File: src/rtl/useq_pkg.sv
package useq_pkg;

    localparam int OPC_W    = 4;
    localparam int STEP_W   = 2;
    localparam int UADDR_W  = OPC_W + STEP_W;
    localparam int UDEPTH   = 1 << UADDR_W;

    typedef enum logic [1:0] {
        ALU_ADD = 2'd0,
        ALU_SUB = 2'd1,
        ALU_AND = 2'd2,
        ALU_OR  = 2'd3
    } alu_op_e;

    typedef enum logic [OPC_W-1:0] {
        OP_LDM = 4'h0,
        OP_STM = 4'h1,
        OP_ADD = 4'h2,
        OP_SUB = 4'h3,
        OP_AND = 4'h4,
        OP_ORR = 4'h5,
        OP_LDI = 4'h6,
        OP_JMP = 4'h7
    } base_op_e;

    typedef struct packed {
        logic    end_i;
        alu_op_e alu_op;
        logic    flag_en;
        logic    a_from_alu;
        logic    a_out;
        logic    a_in;
        logic    ir_out;
        logic    ir_in;
        logic    mem_in;
        logic    mem_out;
        logic    mar_in;
        logic    pc_load;
        logic    pc_inc;
        logic    pc_out;
    } ctrl_t;

    localparam int CTRL_W = $bits(ctrl_t);

    // Content of one store word; jump regions use op[0] as the resolved condition.
    function automatic ctrl_t ucode_word(input logic [UADDR_W-1:0] addr);
        ctrl_t                w;
        logic [STEP_W-1:0]    st;
        logic [OPC_W-1:0]     op;
        w  = '0;
        st = addr[STEP_W-1:0];
        op = addr[UADDR_W-1:STEP_W];
        if (st == 2'd0) begin
            w.pc_out = 1'b1;
            w.mar_in = 1'b1;
        end else if (st == 2'd1) begin
            w.mem_out = 1'b1;
            w.ir_in   = 1'b1;
            w.pc_inc  = 1'b1;
        end else if (op[OPC_W-1]) begin
            w.end_i = 1'b1;
            if (st == 2'd2 && op[0]) begin
                w.ir_out  = 1'b1;
                w.pc_load = 1'b1;
            end
        end else begin
            case (base_op_e'(op))
                OP_LDI: begin
                    w.end_i = 1'b1;
                    if (st == 2'd2) begin
                        w.ir_out = 1'b1;
                        w.a_in   = 1'b1;
                    end
                end
                OP_JMP: begin
                    w.end_i = 1'b1;
                    if (st == 2'd2) begin
                        w.ir_out  = 1'b1;
                        w.pc_load = 1'b1;
                    end
                end
                default: begin
                    if (st == 2'd2) begin
                        w.ir_out = 1'b1;
                        w.mar_in = 1'b1;
                    end else begin
                        w.end_i = 1'b1;
                        if (base_op_e'(op) == OP_LDM) begin
                            w.mem_out = 1'b1;
                            w.a_in    = 1'b1;
                        end else if (base_op_e'(op) == OP_STM) begin
                            w.a_out  = 1'b1;
                            w.mem_in = 1'b1;
                        end else begin
                            w.mem_out    = 1'b1;
                            w.a_from_alu = 1'b1;
                            w.flag_en    = 1'b1;
                            w.alu_op     = alu_op_e'(op[1:0] + 2'd2);
                        end
                    end
                end
            endcase
        end
        return w;
    endfunction

endpackage

File: src/rtl/useq_step_ctr.sv
module useq_step_ctr
    import useq_pkg::*;
#(
    parameter int W = STEP_W
) (
    input  logic         clk,
    input  logic         rst,
    input  logic         last_step,
    output logic [W-1:0] step
);

    always_ff @(posedge clk) begin
        if (rst || last_step) begin
            step <= '0;
        end else begin
            step <= step + 1'b1;
        end
    end

endmodule

File: src/rtl/useq_flag_sel.sv
module useq_flag_sel
    import useq_pkg::*;
(
    input  logic       clk,
    input  logic       rst,
    input  logic       capture,
    input  logic       alu_zero,
    input  logic       alu_carry,
    input  logic [1:0] cond,
    output logic       flag_z,
    output logic       flag_c,
    output logic       cond_true
);

    always_ff @(posedge clk) begin
        if (rst) begin
            flag_z <= 1'b0;
            flag_c <= 1'b0;
        end else if (capture) begin
            flag_z <= alu_zero;
            flag_c <= alu_carry;
        end
    end

    always_comb begin
        case (cond)
            2'd0:    cond_true = flag_z;
            2'd1:    cond_true = flag_c;
            2'd2:    cond_true = ~flag_z;
            default: cond_true = ~flag_c;
        endcase
    end

endmodule

File: src/rtl/useq_store.sv
module useq_store
    import useq_pkg::*;
#(
    parameter int AW = UADDR_W
) (
    input  logic [AW-1:0] addr,
    output ctrl_t         word
);

    always_comb begin
        word = ucode_word(addr);
    end

endmodule

File: src/rtl/useq_ctrl.sv
module useq_ctrl
    import useq_pkg::*;
#(
    parameter int OW = OPC_W,
    parameter int SW = STEP_W
) (
    input  logic              clk,
    input  logic              rst,
    input  logic [OW-1:0]     opcode_i,
    input  logic              alu_zero_i,
    input  logic              alu_carry_i,
    output logic [CTRL_W-1:0] ctrl_o,
    output logic              step_reset_o
);

    localparam int AW = OW + SW;

    logic [SW-1:0] step;
    logic [AW-1:0] uaddr;
    logic          flag_z;
    logic          flag_c;
    logic          cond_true;
    logic          low_bit;
    ctrl_t         word;

    useq_step_ctr #(.W(SW)) u_step (
        .clk       (clk),
        .rst       (rst),
        .last_step (word.end_i),
        .step      (step)
    );

    useq_flag_sel u_flags (
        .clk       (clk),
        .rst       (rst),
        .capture   (word.flag_en),
        .alu_zero  (alu_zero_i),
        .alu_carry (alu_carry_i),
        .cond      (opcode_i[2:1]),
        .flag_z    (flag_z),
        .flag_c    (flag_c),
        .cond_true (cond_true)
    );

    // Jump opcodes steer the low opcode address bit from the selected flag.
    assign low_bit = opcode_i[OW-1] ? cond_true : opcode_i[0];
    assign uaddr   = {opcode_i[OW-1:1], low_bit, step};

    useq_store #(.AW(AW)) u_store (
        .addr (uaddr),
        .word (word)
    );

    assign ctrl_o       = word;
    assign step_reset_o = word.end_i;

endmodule

File: config.mk
export PLATFORM = sky130hd
export DESIGN_NAME = useq_ctrl
export DESIGN_NICKNAME = d
export VERILOG_FILES = /design/src/rtl/useq_pkg.sv /design/src/rtl/useq_step_ctr.sv /design/src/rtl/useq_flag_sel.sv /design/src/rtl/useq_store.sv /design/src/rtl/useq_ctrl.sv
export SDC_FILE = /design/constraint.sdc
export NUM_CORES = 1
export LEC_CHECK = 0
export ABC_AREA = 1
export BUFFER_PORTS_ARGS = -buffer_cell sky130_fd_sc_hd__buf_2
export CAP_MARGIN = 20
export CORE_MARGIN = 8
export CORE_UTILIZATION = 35
export DETAILED_ROUTE_END_ITERATION = 8
export PLACE_DENSITY_LB_ADDON = 0.15
export RECOVER_POWER = 50
export SLEW_MARGIN = 0
export SYNTH_ARGS = -nofsm -noshare
export SYNTH_HDL_FRONTEND = slang
export SYNTH_SLANG_ARGS = --single-unit
File: constraint.sdc
create_clock -name clk -period 1.7 [get_ports clk]
set_input_delay 0.085 -clock clk [delete_from_list [all_inputs] [get_ports clk]]
set_output_delay 0.085 -clock clk [all_outputs]
set_load 0.01 [all_outputs]
# Word level (Yosys, flattened, before mapping)
# Index checks and enable logic that the tools add are counted.
# op_classes
add_sub_neg,2
mul,0
div_mod_pow,0
n_lt_le_gt_ge,0
eq_ne,7
n_shift,0
mux,34
n_bitwise,2
reduce_logical,6
# op_table
op,count
2-to-1 mux 1 bit,19
2-to-1 mux 11 bit,1
2-to-1 mux 5 bit,2
"== test 4 x 3 -> 1 bit, second input constant",2
2-to-1 mux 2 bit,4
2-to-1 mux 8 bit,1
2-to-1 mux 7 bit,1
2-to-1 mux 3 bit,2
2-to-1 mux 6 bit,1
"== test 2 x 1 -> 1 bit, second input constant",2
"== test 2 bit, second input constant",2
"== test 4 x 1 -> 1 bit, second input constant",1
zero test 2 bit,2
zero test 4 bit,1
2-to-1 mux 4 bit,1
one-hot mux 1 bit (3 select lines),1
"adder 2 x 1 -> 2 bit, second input constant",1
"adder 2 bit, second input constant",1
NOT 1 bit,2
one-hot mux 1 bit (2 select lines),1
OR reduction 2 bit,1
logical AND 1 bit,1
logical OR 1 bit,1
# totals
ff_bits,4
latch_bits,0
ramBits,0
romBits,0
out_inout_bits,16
mem_count,0

# Depth between registers and ports, before layout
# Gate-level depths: netlist of run 1.
# depth
word_depth,12
ltp_mapped,9
depth_no_buf,9

# Modules after synthesis
# A second synthesis of run 1 with hierarchy kept.
# unflattened
hier_cells,67
hier_area_um2,365.4
# modules_own_cells
mod,instances,cells_each,area_per_inst_um2,seq_area_each_um2
useq_store,1,34,163.9,0.0
useq_flag_sel,1,20,112.6,40.0
useq_step_ctr,1,8,66.3,40.0
useq_ctrl,1,5,22.5,0.0

# Worst setup path after synthesis of run 1
# OpenSTA, ideal clock, no wires.
# synth_path
kind,reg-to-output
from,reg u_step.step[1]
to,out ctrl_o[9]
arrival_ps,1333
path_slack_ps,282
path_stages_with_launch,9
n_path_buf,1
path_cell_list,dfxtp_1 inv_1 ha_1 inv_1 nand2_1 inv_1 nand2_2 nor2_1 buf_4
# synth_via
elab_chain_len,6
# synth_rtl
element,line_no,source
start: declaration,useq_step_ctr.sv:9,output logic [W-1:0] step
start signal: assignment,useq_step_ctr.sv:16,step <= step + 1'b1;
== test 2 bit,useq_pkg.sv:83,if (st == 2'd2) begin
2-to-1 mux 7 bit,useq_pkg.sv:83,
2-to-1 mux 5 bit,useq_pkg.sv:67,case (base_op_e'(op))
2-to-1 mux 6 bit,useq_pkg.sv:60,end else if (op[OPC_W-1]) begin
2-to-1 mux 8 bit,useq_pkg.sv:56,end else if (st == 2'd1) begin
2-to-1 mux 11 bit *,useq_pkg.sv:53,if (st == 2'd0) begin
end: declaration,useq_ctrl.sv:12,"output logic [CTRL_W-1:0] ctrl_o,"
# Mark *: on every way between the ends. The rest lies on a longest branch, timed or not.

# Worst setup path in the final report of run 1
# layout_path
from,reg u_step.step[0]
to,out ctrl_o[12]
# Same word-level chain as after synthesis.

==> reports/results.ini, run 1 <==
[outcome]
outcome = finished, final reports clean

[clock_tree]
clk_pin_slew_ns = 0.03
htreeDepth = 1
postCtsSetupBuffers = 0
cts_root_buf = clkbuf_4
cts_buffers = 3
clkLatencyLatePin_ns = 0.23
postCtsHoldBufs = 0
clockBufferDepth = 2
cts_tree = yes
cts.sinks = 4

[placement]
numPortBuffers = 23
place_inst = 115
place_area_sq_um = 578
hpwl_um = 1040
gp_congestion = 0.763

[timing]
drv_slew = 0
fin_skew_ns = 0.000467
setup_viol = 0
hold_viol_final = 0
grt_setup_unrepaired = false
timing.slew.headroom_pct = 89.5
period_needed_ns = 1.54
worst_slew_pin_slew_ns = 0.157
fin_setup_tns_ns = 0
timing.fmax_mhz = 648
fin_crit_sh_pct = 90.8

[drt]
drc = 0
wirelength_um = 1170
drtIter0Drc = 4
wl_per_cell_um = 9.93
dr.pass1.iters = 4
routed_via_density = 4.61
route.vias.total = 544
drtAntennaViolNets = 0

[setup_path]
cp_top_family = flip-flops
r2r_setup_slack_ns = 0.43
critPathMaxStageDelay_ns = 0.34
cp-end-kind = output port
path_class = reg2out
cp_slowest_cell = dfxtp_2
worst-path-buf-inv = 3
path_cells = inv_1 -> ha_2 -> inv_2 -> nand2_2 -> nor2_4 -> nand3_1 -> a21oi_1 -> buf_2
start_kind = flop
reg2reg_from = u_step.step[0]$_SDFF_PP0_
cp_max_fo = 4
r2r_end = u_flags.flag_z$_SDFFE_PP0P_
worstPathArrival_ns = 1.46
ff2ff_path_depth = 9
crit_required_ns = 1.62

[final_layout]
design_area_sq_um = 616
nFillCells = 153
nets = 116
seq_area_sq_um = 82.6
final_cell_mix = 21 x buf_2, 14 x inv_1, 14 x nand2_1
fin_util_pct = 47.3
drive_gt1_share_pct = 40.8
antenna_cells = 0
syn2layout_area_growth_pct = 27.8
multiInputGateArea_sq_um = 305
fin_cells = 118
final_common_cell = buf_2

[yosys]
yosysSeqAreaShare_pct = 16.6
yosysWarningCount = 0
syn_area_per_cell_sq_um = 5.87
synth_cells = 82
synth_edf_count = 0
synth_seq_cells = 4
syn_nets = 93
synth_top_flop_cell = dfxtp_1
ys_types = 19
netlist_area_sq_um = 482
async_flop_share_pct = 0

[grt]
grt_max_degree = 11
track_usage_pct = 8.82
grt_pass1_vias = 494
grt_pass1_wl_um = 1980
antenna_found_initial = 0
grt_overflow = 0

[floorplanning]
dieArea_sq_um = 2820
ios = 24
start_util_pct = 37.0
fp-row-count = 13
die_h_um = 53.1
fp.coreArea_sq_um = 1300
die_x_um = 53.1

[pwr]
leakagePower_nw = 0.342
power.density_cell_area_nw_per_um2 = 1450
ir_drop_mv = 0.599
fin_total_pwr_w = 0.000893

[worst_hold_path]
worstHoldEndpoint = u_flags.flag_z$_SDFFE_PP0P_
min_path_cells = 4
holdCritPathClass = in2reg
min_from = rst

[run]
cap_violations = 0

==> synthesized netlist by cell type, types with 2 or more instances <==
master	instances	area, sq um
a21oi_1	5	25.0
buf_4	5	37.5
dfxtp_1	4	80.1
ha_1	3	37.5
inv_1	16	60.1
inv_2	2	7.51
nand2_1	15	56.3
nand2_2	4	25.0
nand3_1	6	30.0
nand4_1	4	25.0
nor2_1	10	37.5
==> where the power goes <==
group | switching (W) | internal (W)
Clock | 0.0000326 | 0.0000785
Combinational | 0.000385 | 0.000232
Sequential | 0.0000308 | 0.000135
Total | 0.000448 | 0.000445
==> worst min-delay path, cell delays in order <==
cell	delay, ns
buf_2	0.08
inv_1	0.05
nand2_1	0.06
nor2_1	0.03
==> kinds of logic (layout without fill, tap and decap cells) <==
kind of cell,Yosys count,after routing,synth area share (%)
AO/OA/AOI/OAI,8,8,9.61
adder cells (fa/ha/maj),3,3,7.79
buffers and inverters,24,45,23.1
flip-flops,4,4,16.6
AND/OR/NAND/NOR,43,43,42.9
==> per-layer routing <==
layer	GRT usage [%]	up-vias	share of wire, %
met5	0	-	0
met4	5.04	0	0
met3	2.80	0	12
met2	13.3	18	44
met1	10.7	232	44
li1	-	294	-
==> per-stage QoR <==
| stage | hold slack [ns] | worst slack (ns) |
|---|---|---|
| 5_1_grt | 0.141 | 0.00630 |
| 4_1_cts | 0.113 | 0.0274 |
| 3_3_place_gp | 0.360 | 0.283 |
| 6_report | 0.119 | 0.157 |
| 2_1_floorplan | 0.221 | 0.282 |
| 3_5_place_dp | 0.362 | 0.225 |
==> worst max-delay path by stage <==
stage | endpoint | cells past startpoint | from
floorplan | ctrl_o[9] | 8 | u_step.step[1]$_SDFF_PP0_
global placement | ctrl_o[12] | 8 | u_step.step[0]$_SDFF_PP0_
detailed placement | ctrl_o[12] | 8 | u_step.step[0]$_SDFF_PP0_
CTS | ctrl_o[12] | 8 | u_step.step[0]$_SDFF_PP0_
global route | ctrl_o[7] | 8 | u_step.step[1]$_SDFF_PP0_
finish | ctrl_o[12] | 8 | u_step.step[0]$_SDFF_PP0_
==> registers in the layout, summed over array words and instances (netlist names) <==
signal	count
u_flags.flag_z	1
u_flags.flag_c	1
u_step.step	2
==> timing repair <==
| item | in CTS | in global routing |
|---|---|---|
| pin swaps | 0 | 1 |
| gates resized for setup | 1 | 8 |
| endpoints found under the setup margin | 1 | 10 |
==> area by class of cell <==
| type | count | area share (%) |
|---|---|---|
| Tap cell | 15 | 3.05 |
| Timing Repair Buffer | 23 | 18.3 |
| Multi-Input combinational cell | 54 | 49.6 |
| Inverter | 19 | 12.0 |
| Clock buffer | 3 | 3.66 |
| Sequential cell | 4 | 13.4 |
(Power assumes the default switching activity.)
==> run 2, diff against run 1 <==
==> constraint.sdc (replaced) <==
create_clock -name clk -period 1.3 [get_ports clk]
set_input_delay 0.065 -clock clk [delete_from_list [all_inputs] [get_ports clk]]
set_output_delay 0.065 -clock clk [all_outputs]
set_load 0.01 [all_outputs]
==> run 2 against run 1 <==
  * Highest routed layer is now met4
  * Sequential power increased by 52%
  * Global-route usage increased by 1.1 points
  * Design area is 38% higher
  * Critical path type unchanged
  * First-iteration DRC count grew to 4.0 times the previous value
  * The flow now finishes with violations (negative setup slack)
==> reports/results.ini, run 2 (synthesized netlist as in run 1, its figures left out) <==
[outcome]
outcome = complete, but fails checks
failed_checks = negative setup slack

[clock_tree]
postCtsHoldBufs = 0  ; unchanged
clkLatencyLatePin_ns = 0.23  ; about the same
cts_buffers = 3  ; unchanged
cts_tree = yes
cts_root_buf = clkbuf_4
htreeDepth = 1  ; unchanged
clk_pin_slew_ns = 0.04  ; about the same
clockBufferDepth = 2  ; unchanged
cts.sinks = 4  ; unchanged

[grt]
grt_pass1_wl_um = 2190  ; +11%
grt_pass1_vias = 573  ; +16%
grt_overflow = 0  ; unchanged
antenna_found_initial = 0  ; unchanged
track_usage_pct = 9.88  ; +1.1 points
grt_max_degree = 11  ; unchanged

[drt]
drc = 0  ; unchanged
wl_per_cell_um = 11.8  ; +18%
drtIter0Drc = 16  ; +12
routed_via_density = 4.70  ; +2.0%
route.vias.total = 602  ; +11%
drtAntennaViolNets = 0  ; unchanged
dr.pass1.iters = 4  ; unchanged
wirelength_um = 1510  ; +28%

[final_layout]
fin_cells = 128  ; +8.5%
multiInputGateArea_sq_um = 398  ; +30%
drive_gt1_share_pct = 62.8  ; +22 points
nets = 126  ; +8.6%
antenna_cells = 0  ; unchanged
syn2layout_area_growth_pct = 76.1
final_common_cell = buf_2
nFillCells = 134  ; -12%
fin_util_pct = 65.2  ; +18 points
seq_area_sq_um = 87.6  ; +6.1%
reg.largest.list = u_step.step (2), u_flags.flag_c (1), u_flags.flag_z (1)
largest-register = u_step.step
final_cell_mix = 17 x buf_2, 12 x nand2_1, 9 x inv_1
largest_reg_flops = 2  ; unchanged

[setup_path]
r2r_setup_slack_ns = -0.03  ; -0.46 ns
crit_required_ns = 1.24  ; -0.38 ns
cp-end-kind = output port
path_class = reg2out
worstPathArrival_ns = 1.40  ; -0.06 ns
start_kind = flop
cp_max_fo = 3  ; -1

[timing]
grt_setup_unrepaired = true
fin_ws_ns = -0.168  ; -0.325 ns
fin_hold_ws_ns = 0.0934  ; -0.0256 ns
drv_slew = 0  ; unchanged
worst_slew_pin_slew_ns = 0.222  ; +0.0651 ns
timing.slew.headroom_pct = 85.1  ; -4.3 points
hold_viol_final = 0  ; unchanged
setup_viol = 15  ; +15
timing.fmax_mhz = 681
period_needed_ns = 1.47
fin_skew_ns = 0.000601  ; +0.000135 ns
fin_crit_sh_pct = 113

[placement]
place_inst = 122  ; +6.1%
numPortBuffers = 23  ; unchanged
hpwl_um = 1090  ; +5.1%
gp_congestion = 0.792  ; +3.8%

[pwr]
ir_drop_mv = 1.18  ; +97%
power.density_cell_area_nw_per_um2 = 2110  ; +45%
leakagePower_nw = 0.429  ; +25%

[worst_hold_path]
holdCritPathClass = in2reg

[floorplanning]
start_util_pct = 37.0  ; unchanged
die_x_um = 53.1  ; unchanged
dieArea_sq_um = 2820  ; unchanged
ios = 24  ; unchanged
die_h_um = 53.1  ; unchanged
fp-row-count = 13  ; unchanged
fp.coreArea_sq_um = 1300  ; unchanged

[run]
cap_violations = 0  ; unchanged

[run 2: final timing paths]
kind	start	end	depth (start not counted)
min reg2reg	u_flags.flag_c$_SDFFE_PP0P_	u_flags.flag_c$_SDFFE_PP0P_	2
max	u_step.step[0]$_SDFF_PP0_	ctrl_o[4]	8
max reg2reg	u_step.step[0]$_SDFF_PP0_	u_flags.flag_c$_SDFFE_PP0P_	10
min	rst	u_flags.flag_z$_SDFFE_PP0P_	4
[run 2: power breakdown]
group          total (W)  switching, W  internal [W]
combinational    0.00138      0.000729      0.000656
sequential      0.000251     0.0000636      0.000187
clock           0.000152     0.0000489      0.000103
[run 2: repair_timing]
| action | CTS | global route |
|---|---|---|
| pin swaps | 5 | 9 |
| endpoints found under the setup margin | 15 | 16 |
| gates resized for setup | 27 | 19 |
| buffers inserted | 3 | 0 |
| hold endpoints to repair | 0 | 0 |
[run 2: final cells by class]
type                    instances  area share [%]
repair buffers                 33            27.7
inverters                      19            10.2
multi-input cells              54            46.9
clock buffers                   3            2.65
well taps                      15            2.21
flip-flops and latches          4            10.3
[run 2: routing by layer]
layer	global-route usage (%)	wire length [um]	share of wire, %
met5	0	0	0
met3	1.68	109	7.2
met2	16.0	729	48
met1	11.6	638	42
met4	6.30	28	1.9
[run 2: stage by stage]
stage               setup TNS (ns)  worst slack [ns]  power, W  cell area, sq um
floorplan                  -0.0210           -0.0210  0.000808               489
global placement           -0.0651           -0.0220   0.00114               638
detailed placement          -0.163           -0.0337   0.00114               638
CTS                          -1.54            -0.165   0.00154               767
global route                 -3.06            -0.239   0.00195               848
finish                       -1.94            -0.168   0.00179               848
[run 2: worst max-delay path: stages (launching register included)]
cell     delay, ns
dfxtp_4       0.37
inv_4         0.05
ha_4          0.16
inv_4         0.05
nand2_2       0.08
inv_2         0.11
nand3_2       0.08
a21oi_2       0.13
buf_2         0.14
==> run 3, diff against run 2 <==
--- a/config.mk
+++ b/config.mk
@@ -17,3 +17,4 @@
 export SYNTH_ARGS = -nofsm -noshare
 export SYNTH_HDL_FRONTEND = slang
 export SYNTH_SLANG_ARGS = --single-unit
+export TNS_END_PERCENT = 1
==> run 3 against run 2 <==
  * The flow still finishes with violations (negative setup slack)
  * Via count unchanged
  * Utilization decreased by 2.3 points
  * Count of clock-buffer cells in the layout unchanged
  * Sequential power about the same
  * Critical endpoint unchanged
  * Largest cell class unchanged
  * Largest power group unchanged
  * Highest routed layer unchanged
==> reports/results.ini, run 3 (synthesized netlist as in run 1, its figures left out) <==
[pwr]
ir_drop_mv = 1.17  ; -0.87%
fin_total_pwr_w = 0.00174  ; -2.6%
leakagePower_nw = 0.418  ; -2.5%
power.density_cell_area_nw_per_um2 = 2130  ; +1.0%

[final_layout]
final_common_cell = buf_2
largest-register = u_step.step
drive_gt1_share_pct = 62.5  ; -0.33 points
nets = 125  ; -0.79%
final_cell_mix = 19 x buf_2, 12 x nand2_1, 9 x inv_1, 9 x buf_4, 7 x nor2_1
syn2layout_area_growth_pct = 69.9
antenna_cells = 0  ; unchanged
largest_reg_flops = 2  ; unchanged
reg.largest.list = u_step.step (2), u_flags.flag_c (1), u_flags.flag_z (1)
fin_util_pct = 62.9  ; -2.3 points

[setup_path]
reg2reg_from = u_step.step[0]$_SDFF_PP0_
worstPathArrival_ns = 1.40  ; about the same
cp-end-kind = output port
start_kind = flop
r2r_end = u_flags.flag_z$_SDFFE_PP0P_
crit_required_ns = 1.24  ; about the same
r2r_setup_slack_ns = -0.02  ; about the same
path_class = reg2out
cp_max_fo = 3  ; unchanged
ff2ff_path_depth = 10  ; unchanged

[floorplanning]
fp.coreArea_sq_um = 1300  ; unchanged
dieArea_sq_um = 2820  ; unchanged
ios = 24  ; unchanged
start_util_pct = 37.0  ; unchanged
fp-row-count = 13  ; unchanged
die_x_um = 53.1  ; unchanged
die_h_um = 53.1  ; unchanged

[clock_tree]
cts_root_buf = clkbuf_4
cts_tree = yes
htreeDepth = 1  ; unchanged
clkLatencyLatePin_ns = 0.23  ; about the same
cts_buffers = 3  ; unchanged
cts.sinks = 4  ; unchanged
clk_pin_slew_ns = 0.04  ; about the same
clockBufferDepth = 2  ; unchanged
postCtsHoldBufs = 0  ; unchanged

[worst_hold_path]
min_from = rst
holdCritPathClass = in2reg
min_path_cells = 4  ; unchanged
worstHoldEndpoint = u_flags.flag_z$_SDFFE_PP0P_

[timing]
timing.slew.headroom_pct = 84.8  ; -0.36 points
fin_ws_ns = -0.161  ; +0.00744 ns
drv_slew = 0  ; unchanged
period_needed_ns = 1.46  ; -0.00744 ns
setup_viol = 15  ; unchanged
timing.fmax_mhz = 685  ; +0.51%
grt_setup_unrepaired = true
worst_slew_pin_slew_ns = 0.228  ; +0.00538 ns
fin_skew_ns = 0.000389  ; -0.000212 ns
fin_crit_sh_pct = 112  ; -0.57 points
hold_viol_final = 0  ; unchanged

[drt]
dr.pass1.iters = 4  ; unchanged
drc = 0  ; unchanged
drtAntennaViolNets = 0  ; unchanged
wl_per_cell_um = 11.5  ; -2.5%
routed_via_density = 4.74  ; +0.79%
route.vias.total = 602  ; unchanged
wirelength_um = 1460  ; -3.3%
drtIter0Drc = 12  ; -4

[placement]
gp_congestion = 0.792  ; unchanged
hpwl_um = 1090  ; unchanged
numPortBuffers = 23  ; unchanged
dp_slack_ns = -0.0337  ; unchanged

[grt]
grt_overflow = 0  ; unchanged
grt_pass1_wl_um = 2160  ; -1.6%
track_usage_pct = 9.72  ; -0.17 points
grt_pass1_vias = 561  ; -2.1%
grt_max_degree = 11  ; unchanged
antenna_found_initial = 0  ; unchanged

[outcome]
failed_checks = negative setup slack
outcome = complete, but fails checks

[run]
cap_violations = 0  ; unchanged

run 3: final cells by class:
cell class / count / area [sq um]
fill: 135 / 483
multi-input combinational: 54 / 398
timing repair buffer: 32 / 208
sequential: 4 / 87.6
inverter: 19 / 83.8
clock buffer: 3 / 22.5
tap: 15 / 18.8
run 3: power by group:
part | switching, W | internal [W] | leakage (nW)
Sequential | 0.0000631 | 0.000187 | 0.0341
Combinational | 0.000715 | 0.000624 | 0.370
Clock | 0.0000484 | 0.000103 | 0.0138
run 3: worst max-delay path, stage by stage, from the launching register on:
cell,delay (ns)
dfxtp_4,0.37
inv_4,0.05
ha_4,0.16
inv_2,0.05
nand2_2,0.08
inv_2,0.10
nand3_2,0.08
a21oi_2,0.13
buf_2,0.14
run 3: per-stage QoR:
stage,setup TNS [ns],cells,hold WS [ns],area (sq um)
finish,-1.85,127,0.0895,818
global route,-3.01,127,0.105,818
global placement,-0.0651,122,0.336,638
floorplan,-0.0210,82,0.181,489
detailed placement,-0.163,122,0.334,638
CTS,-1.61,127,0.0836,734
run 3: how the worst max path moves through the flow:
stage                                         start    endpoint  slack, ns  cells after the start
after CTS                 u_step.step[1]$_SDFF_PP0_  ctrl_o[12]      -0.16                      8
after global routing      u_step.step[0]$_SDFF_PP0_   ctrl_o[4]      -0.24                      8
after detailed placement  u_step.step[0]$_SDFF_PP0_  ctrl_o[12]      -0.03                      8
after global placement    u_step.step[1]$_SDFF_PP0_  ctrl_o[12]      -0.02                      8
final                     u_step.step[0]$_SDFF_PP0_   ctrl_o[4]      -0.16                      8
after floorplan           u_step.step[1]$_SDFF_PP0_  ctrl_o[13]      -0.02                      7
run 3: timing repair:
item | CTS | global route
buffers inserted | 2 | 0
pin swaps | 4 | 8
endpoints found under the setup margin | 15 | 16
gates resized for setup | 23 | 18
run 3: routing by layer:
metal  share of wire [%]  vias up  global-route usage, %
li1                    -      313                      -
met1                  41      265                   11.6
met2                  49       21                   15.4
met3                 7.8        3                   1.68
met4                 1.9        0                   6.30
met5                   0        -                      0
